<file path="config.mk">
export PLATFORM = sky130hd
export DESIGN_NAME = ballast_mode_seq
export DESIGN_NICKNAME = d
export VERILOG_FILES = /design/src/rtl/bms_pkg.sv /design/src/rtl/bms_sync.sv /design/src/rtl/bms_timers.sv /design/src/rtl/bms_fsm.sv /design/src/rtl/bms_outdec.sv /design/src/rtl/ballast_mode_seq.sv
export SDC_FILE = /design/constraint.sdc
export NUM_CORES = 1
export LEC_CHECK = 0
export BUFFER_PORTS_ARGS = -buffer_cell sky130_fd_sc_hd__buf_4
export CELL_PAD_IN_SITES_DETAIL_PLACEMENT = 1
export CELL_PAD_IN_SITES_GLOBAL_PLACEMENT = 2
export CORE_ASPECT_RATIO = 0.5
export CORE_MARGIN = 2
export CORE_UTILIZATION = 33
export DETAILED_ROUTE_END_ITERATION = 10
export PLACE_DENSITY = 0.69
export SYNTH_ARGS = -nofsm -noshare
export SYNTH_HDL_FRONTEND = slang
export SYNTH_SLANG_ARGS = --single-unit
</file>
<file path="constraint.sdc">
create_clock -name clk -period 2.55 [get_ports clk]
set_input_delay 0.765 -clock clk [delete_from_list [all_inputs] [get_ports clk]]
set_output_delay 0.765 -clock clk [all_outputs]
set_load 0.005 [all_outputs]
</file>
<file path="src/rtl/bms_pkg.sv">
package bms_pkg;

  typedef enum logic [1:0] {
    MODE_START = 2'd0,
    MODE_SAVE  = 2'd1,
    MODE_RUN   = 2'd2,
    MODE_HALT  = 2'd3
  } mode_e;

  // bit positions inside the synchronised flag vector
  localparam int unsigned FLAG_ABOVE_ON   = 0;
  localparam int unsigned FLAG_BELOW_SAVE = 1;
  localparam int unsigned FLAG_BELOW_OFF  = 2;
  localparam int unsigned FLAG_BELOW_REF  = 3;
  localparam int unsigned FLAG_REF_GOOD   = 4;
  localparam int unsigned FLAG_REF_LOW    = 5;
  localparam int unsigned FLAG_LS         = 6;
  localparam int unsigned FLAG_HS         = 7;
  localparam int unsigned FLAG_COUNT      = 8;

  typedef struct packed {
    logic gen_on;
    logic ref_en;
    logic ref_hi_cur;
    logic ref_clamp;
    logic reg_en;
    logic ocp_en;
    logic drv_en;
  } mode_out_t;

  // saturating increment toward a limit
  function automatic int unsigned sat_inc(int unsigned cnt, int unsigned lim);
    return (cnt < lim) ? cnt + 1 : lim;
  endfunction

  function automatic logic reached(int unsigned cnt, int unsigned lim);
    return cnt >= lim;
  endfunction

  function automatic mode_out_t decode_mode(mode_e m, logic save_gen);
    mode_out_t o;
    o = '0;
    unique case (m)
      MODE_START: begin
        o.gen_on    = 1'b1;
        o.ref_clamp = 1'b1;
      end
      MODE_SAVE: begin
        o.gen_on = save_gen;
        o.ref_en = 1'b1;
      end
      MODE_RUN: begin
        o.ref_en     = 1'b1;
        o.ref_hi_cur = 1'b1;
        o.reg_en     = 1'b1;
        o.ocp_en     = 1'b1;
        o.drv_en     = 1'b1;
      end
      MODE_HALT: begin
        o.gen_on = 1'b1;
        o.ref_en = 1'b1;
      end
      default: o = '0;
    endcase
    return o;
  endfunction

endpackage

</file>
<file path="src/rtl/bms_sync.sv">
module bms_sync #(
  parameter int unsigned WIDTH = 1
) (
  input  logic             clk,
  input  logic             rst_n,
  input  logic [WIDTH-1:0] async_i,
  output logic [WIDTH-1:0] sync_o
);
  logic [WIDTH-1:0] stage1_q;
  logic [WIDTH-1:0] stage2_q;

  for (genvar g = 0; g < WIDTH; g++) begin : g_bit
    always_ff @(posedge clk or negedge rst_n) begin
      if (!rst_n) begin
        stage1_q[g] <= 1'b0;
        stage2_q[g] <= 1'b0;
      end else begin
        stage1_q[g] <= async_i[g];
        stage2_q[g] <= stage1_q[g];
      end
    end
  end

  assign sync_o = stage2_q;
endmodule

</file>
<file path="src/rtl/bms_timers.sv">
module bms_timers
  import bms_pkg::*;
#(
  parameter int unsigned DWELL_CYC = 1000,
  parameter int unsigned IDLE_CYC  = 10000
) (
  input  logic clk,
  input  logic rst_n,
  input  logic mode_chg,
  input  logic ls_s,
  output logic dwell_done,
  output logic idle_expired
);
  localparam int unsigned DW = $clog2(DWELL_CYC + 1);
  localparam int unsigned IW = $clog2(IDLE_CYC + 1);

  logic          ls_d_q;
  logic          ls_edge;
  logic [DW-1:0] dwell_q;
  logic [IW-1:0] idle_q;

  assign ls_edge = ls_s ^ ls_d_q;

  always_ff @(posedge clk or negedge rst_n) begin
    if (!rst_n) begin
      ls_d_q  <= 1'b0;
      dwell_q <= '0;
      idle_q  <= '0;
    end else begin
      ls_d_q <= ls_s;
      if (mode_chg) dwell_q <= '0;
      else          dwell_q <= DW'(sat_inc(32'(dwell_q), DWELL_CYC));
      if (mode_chg || ls_edge) idle_q <= '0;
      else                     idle_q <= IW'(sat_inc(32'(idle_q), IDLE_CYC));
    end
  end

  assign dwell_done   = reached(32'(dwell_q), DWELL_CYC);
  assign idle_expired = (32'(idle_q) == IDLE_CYC);

  a_r4_dwell_bound: assert property (@(posedge clk) disable iff (!rst_n)
    32'(dwell_q) <= DWELL_CYC);
  a_r6_idle_bound: assert property (@(posedge clk) disable iff (!rst_n)
    32'(idle_q) <= IDLE_CYC);
  a_r6_edge_restart: assert property (@(posedge clk) disable iff (!rst_n)
    ls_edge |=> !idle_expired);
endmodule

</file>
<file path="src/rtl/bms_fsm.sv">
module bms_fsm
  import bms_pkg::*;
(
  input  logic  clk,
  input  logic  rst_n,
  input  logic  f_above_on,
  input  logic  f_below_off,
  input  logic  f_below_ref,
  input  logic  f_ref_good,
  input  logic  f_ref_low,
  input  logic  hs_s,
  input  logic  dwell_done,
  input  logic  idle_expired,
  output mode_e mode_q,
  output logic  mode_chg
);
  mode_e mode_d;
  logic  hs_d_q;
  logic  hs_fall;

  assign hs_fall = hs_d_q & ~hs_s;

  always_comb begin
    mode_d = mode_q;
    unique case (mode_q)
      MODE_START: if (f_above_on) mode_d = MODE_SAVE;
      MODE_SAVE: begin
        if (f_below_ref)                                mode_d = MODE_START;
        else if (dwell_done && f_ref_good && hs_fall)   mode_d = MODE_RUN;
      end
      MODE_RUN: begin
        if (f_below_off || f_ref_low) mode_d = MODE_HALT;
        else if (idle_expired)        mode_d = MODE_SAVE;
      end
      MODE_HALT: begin
        if (f_below_ref)     mode_d = MODE_START;
        else if (f_above_on) mode_d = MODE_SAVE;
      end
      default: mode_d = MODE_START;
    endcase
  end

  assign mode_chg = (mode_d != mode_q);

  always_ff @(posedge clk or negedge rst_n) begin
    if (!rst_n) begin
      mode_q <= MODE_START;
      hs_d_q <= 1'b0;
    end else begin
      mode_q <= mode_d;
      hs_d_q <= hs_s;
    end
  end

  a_r2_start_exit: assert property (@(posedge clk) disable iff (!rst_n)
    (mode_q == MODE_START) |=> (mode_q == MODE_START || mode_q == MODE_SAVE));
  a_r4_dwell_gate: assert property (@(posedge clk) disable iff (!rst_n)
    (mode_q == MODE_RUN && $past(mode_q) == MODE_SAVE) |-> $past(dwell_done));
  a_r7_fault_exit: assert property (@(posedge clk) disable iff (!rst_n)
    (mode_q == MODE_RUN && (f_below_off || f_ref_low)) |=> (mode_q == MODE_HALT));
  a_r6_idle_exit: assert property (@(posedge clk) disable iff (!rst_n)
    (mode_q == MODE_RUN && idle_expired && !f_below_off && !f_ref_low) |=> (mode_q == MODE_SAVE));
  a_r8_refoff: assert property (@(posedge clk) disable iff (!rst_n)
    ((mode_q == MODE_SAVE || mode_q == MODE_HALT) && f_below_ref) |=> (mode_q == MODE_START));
endmodule

</file>
<file path="src/rtl/bms_outdec.sv">
module bms_outdec
  import bms_pkg::*;
(
  input  logic      clk,
  input  logic      rst_n,
  input  mode_e     mode_q,
  input  logic      f_above_on,
  input  logic      f_below_save,
  output mode_out_t outs
);
  logic save_gen_q;

  // hysteresis for the generator while in save mode
  always_ff @(posedge clk or negedge rst_n) begin
    if (!rst_n)            save_gen_q <= 1'b1;
    else if (f_above_on)   save_gen_q <= 1'b0;
    else if (f_below_save) save_gen_q <= 1'b1;
  end

  assign outs = decode_mode(mode_q, save_gen_q);

  a_r9_run_only: assert property (@(posedge clk) disable iff (!rst_n)
    (outs.drv_en || outs.reg_en || outs.ocp_en) |-> (mode_q == MODE_RUN));
  a_r9_clamp_excl: assert property (@(posedge clk) disable iff (!rst_n)
    !(outs.ref_clamp && outs.ref_en));
  a_r3_gen_off: assert property (@(posedge clk) disable iff (!rst_n)
    (mode_q == MODE_SAVE && f_above_on) |=> (mode_q != MODE_SAVE || !outs.gen_on));
endmodule

</file>
<file path="src/rtl/ballast_mode_seq.sv">
module ballast_mode_seq
  import bms_pkg::*;
#(
  parameter int unsigned DWELL_CYC = 1000,
  parameter int unsigned IDLE_CYC  = 10000
) (
  input  logic       clk,
  input  logic       rst_n,
  input  logic       vcc_above_on,
  input  logic       vcc_below_save,
  input  logic       vcc_below_off,
  input  logic       vcc_below_refoff,
  input  logic       ref_good,
  input  logic       ref_low,
  input  logic       ls_cmd,
  input  logic       hs_cmd,
  output logic [1:0] mode,
  output logic       gen_on,
  output logic       ref_en,
  output logic       ref_hi_cur,
  output logic       ref_clamp,
  output logic       reg_en,
  output logic       ocp_en,
  output logic       drv_en
);
  logic [FLAG_COUNT-1:0] raw_flags;
  logic [FLAG_COUNT-1:0] sflags;
  logic                  dwell_done;
  logic                  idle_expired;
  logic                  mode_chg;
  mode_e                 mode_q;
  mode_out_t             outs;

  always_comb begin
    raw_flags                  = '0;
    raw_flags[FLAG_ABOVE_ON]   = vcc_above_on;
    raw_flags[FLAG_BELOW_SAVE] = vcc_below_save;
    raw_flags[FLAG_BELOW_OFF]  = vcc_below_off;
    raw_flags[FLAG_BELOW_REF]  = vcc_below_refoff;
    raw_flags[FLAG_REF_GOOD]   = ref_good;
    raw_flags[FLAG_REF_LOW]    = ref_low;
    raw_flags[FLAG_LS]         = ls_cmd;
    raw_flags[FLAG_HS]         = hs_cmd;
  end

  bms_sync #(.WIDTH(FLAG_COUNT)) u_sync (
    .clk    (clk),
    .rst_n  (rst_n),
    .async_i(raw_flags),
    .sync_o (sflags)
  );

  bms_timers #(.DWELL_CYC(DWELL_CYC), .IDLE_CYC(IDLE_CYC)) u_timers (
    .clk         (clk),
    .rst_n       (rst_n),
    .mode_chg    (mode_chg),
    .ls_s        (sflags[FLAG_LS]),
    .dwell_done  (dwell_done),
    .idle_expired(idle_expired)
  );

  bms_fsm u_fsm (
    .clk         (clk),
    .rst_n       (rst_n),
    .f_above_on  (sflags[FLAG_ABOVE_ON]),
    .f_below_off (sflags[FLAG_BELOW_OFF]),
    .f_below_ref (sflags[FLAG_BELOW_REF]),
    .f_ref_good  (sflags[FLAG_REF_GOOD]),
    .f_ref_low   (sflags[FLAG_REF_LOW]),
    .hs_s        (sflags[FLAG_HS]),
    .dwell_done  (dwell_done),
    .idle_expired(idle_expired),
    .mode_q      (mode_q),
    .mode_chg    (mode_chg)
  );

  bms_outdec u_outdec (
    .clk         (clk),
    .rst_n       (rst_n),
    .mode_q      (mode_q),
    .f_above_on  (sflags[FLAG_ABOVE_ON]),
    .f_below_save(sflags[FLAG_BELOW_SAVE]),
    .outs        (outs)
  );

  assign mode       = mode_q;
  assign gen_on     = outs.gen_on;
  assign ref_en     = outs.ref_en;
  assign ref_hi_cur = outs.ref_hi_cur;
  assign ref_clamp  = outs.ref_clamp;
  assign reg_en     = outs.reg_en;
  assign ocp_en     = outs.ocp_en;
  assign drv_en     = outs.drv_en;

  a_r1_reset_start: assert property (@(posedge clk) disable iff (!rst_n)
    $rose(rst_n) |-> (mode == 2'd0));
endmodule

</file>
==> impl_metrics.py <==
metrics = {
    "grt": {
        "grt_max_degree": 46,
        "track_usage_pct": 14.44,
        "antenna_found_initial": 0,
        "grt_pass1_vias": 1497,
        "grt_pass1_wl_um": 7458,
        "grt-ovfl-total": 0,
    },
    "die": {
        "rows": 20,
        "initial_utilization_pct": 34.34,
        "die_area_um2": 7019,
        "coreArea_um2": 6081,
        "die_h_um": 60.25,
        "die_w_um": 116.5,
        "pin_count": 19,
    },
    "yosys": {
        "syn-instance-count": 195,
        "ys_seq_elements": 45,
        "yosys.area_share.simple_pct": 19.95,
        "yosys.area.top_type_share_pct": 52.73,
        "synthFlopType": "dfrtp_1",
        "synth-edff-count": 0,
        "yosys_warnings": 0,
        "synth-compound-area-share_pct": 8.868,
        "synthXorXnorAreaFrac_pct": 6.711,
        "seq_area_frac_synth_pct": 53.98,
        "syn_area_um2": 2088,
        "synth_top_family_by_area": "simple AND/OR/NAND/NOR gates",
        "syn_area_per_cell_um2": 10.71,
        "synth.area.mux_share_pct": 0.9587,
        "ys_async_sr_fraction_pct": 100.0,
        "synth.net_count": 214,
        "synth.distinct_cells": 39,
        "yosys.area.top_type": "dfrtp_1",
        "synth_fa_ha_area_share_pct": 5.392,
        "synthTopCellsByArea": "dfrtp_1 53%, ha_1 5.4%, xnor2_1 5.0%",
    },
    "route": {
        "drtIter0Drc": 36,
        "wire_per_inst_um": 14.29,
        "drc_errors": 0,
        "viasPerCell": 4.823,
        "drtAntennaViolNets": 0,
        "drtPass1Iterations": 4,
        "detailroute.via_count": 1471,
        "wirelength_um": 4359,
    },
    "clock_network": {
        "clock-sinks": 45,
        "cts_made_buffers": 5,
        "htree_levels": 2,
        "cts_root_buf": "clkbuf_16",
        "cts_resized": 0,
        "clk-insertion-delay-late_ns": 0.29,
        "hold_buffers": 0,
        "path_clk_slew_ns": 0.06,
        "cts.path.max_buffers": 2,
        "cts_tree": "built",
        "postCtsSetupBuffers": 0,
    },
    "critical_path": {
        "crit_start": "u_fsm.mode_q[0]",
        "crit_slowest_cell": "dfrtp_1",
        "reg2reg_from": "u_fsm.mode_q[0]",
        "endpoint_kind": "output port",
        "r2r_slack_ns": 0.30,
        "path_max_fanout": 10,
        "crit_arrival_ns": 1.52,
        "critPathKind": "reg -> out",
        "required_ns": 1.79,
        "crit_path_max_incr_delay_ns": 0.44,
        "start_kind": "register",
        "path_cells": "inv_1 > ha_1 > a21oi_1 > buf_4",
    },
    "timing": {
        "post-route-period-util_pct": 89.51,
        "fmax_mhz": 438.1,
        "finalSetupViolCount": 0,
        "rsz0062_at_grt": "no",
        "timing.hold.ws_ns": 0.3480,
        "worst_slack_ns": 0.2674,
        "finalMaxSlewViolations": 0,
        "worstMarginPinSlew_ns": 0.5653,
        "period_needed_ns": 2.283,
        "fin_setup_tns_ns": 0,
        "hold_violations": 0,
        "finClkSkew_ns": 0.006137,
        "relSlewSlack_pct": 62.32,
    },
    "placement": {
        "detailedPlace.worstSlack_ns": 0.3256,
        "dp_hpwl_um": 3149,
        "place.gp.congestion": 0.7730,
        "port_buffers": 18,
        "dp.cells": 297,
        "postPlaceCellArea_um2": 2300,
    },
    "final_layout": {
        "stdcell_count": 305,
        "fillers": 689,
        "final_common_cell": "dfrtp_1",
        "insertedDiodeCount": 0,
        "area_delta_synth_final_pct": 16.84,
        "fin_nets": 235,
        "stdcell_area_um2": 2440,
        "drive_above_1_share_pct": 14.29,
        "final_util_pct": 40.12,
        "final_cell_mix": "44 x dfrtp_1, 20 x buf_4, 18 x nor2_1, 17 x nor3_1, 12 x xnor2_1",
    },
    "job": {
        "maxCapViolCount": 0,
    },
    "min_path": {
        "hp-class": "reg -> reg",
        "min-delay-start": "u_sync.stage1_q[0]",
    },
    "power": {
        "power-per-cell-area_nw_per_um2": 784.4,
        "peakVddDrop_mv": 0.3177,
        "fin_total_pwr_mw": 1.914,
        "leakage_nw": 1.054,
    },
    "outcome": {
        "status": "completed",
    },
}
## synthesized netlist by cell type (all sizes together), types with 3 or more instances
master and n:
xnor2 12, nor2b 3, nand3 7, nand4 5, inv 10, and3 6
ha 9, o21ai 8, xor2 4, buf 5, nand2 10, a21oi 6
nor2 18, dfrtp 44, nor4 4, nor3 17
## layer usage
layer | up-vias | GRT usage, % | wire length [um]
li1 | 716 | - | -
met1 | 737 | 18.76 | 2140
met2 | 13 | 23.26 | 2031
met3 | 5 | 4.868 | 139
met4 | 0 | 4.082 | 48
met5 | - | 0 | 0
## sequential cells by signal (all words and copies together), names as in the netlist
name                 cells
u_timers.ls_d_q          1
u_sync.stage1_q          8
u_fsm.mode_q             2
u_fsm.hs_d_q             1
u_outdec.save_gen_q      1
u_timers.dwell_q        10
u_timers.idle_q         14
u_sync.sync_o            8
## final timing paths
kind                                 endpoint  depth (start not counted)
max                                    gen_on                          4
min                          u_sync.sync_o[0]                          0
max reg2reg                u_timers.idle_q[5]                          8
min reg2reg                  u_sync.sync_o[0]                          0
max in group asynchronous  u_timers.idle_q[8]                          1
min in group asynchronous    u_sync.sync_o[1]                          1
## logic make-up (layout without fill, tap and decap cells)
| kind of cell | Yosys count | in the layout |
|---|---|---|
| muxes | 2 | 2 |
| DFF | 45 | 45 |
| buffers and inverters | 16 | 38 |
| and+or+nand+nor | 79 | 79 |
| adders and majority gates | 9 | 9 |
| xor gates and xnor gates | 16 | 16 |
| AOI/OAI and AO/OA | 28 | 28 |
## where the power goes
part           switching, mW  internal, mW
Clock                  0.259         0.364
Sequential            0.0624         0.780
Combinational          0.266         0.182
Total                  0.587          1.33
## worst max-delay path: cells and delay by family, from the launching register on
kind            cells  cell delay (ns)
flops               1             0.44
fa+ha+maj           1             0.34
buf+inv             2             0.25
compound gates      1             0.19
## layout make-up
class / instances / area [um^2] / area share (%)
Clock buffer: 7 / 132.6 / 5.436
Clock inverter: 1 / 7.507 / 0.3077
Inverter: 10 / 37.54 / 1.538
Multi-Input combinational cell: 134 / 874.6 / 35.85
Sequential cell: 45 / 1127 / 46.21
Tap cell: 88 / 110.1 / 4.513
Timing Repair Buffer: 20 / 150.1 / 6.154
Power figures use the tool's default switching activity.
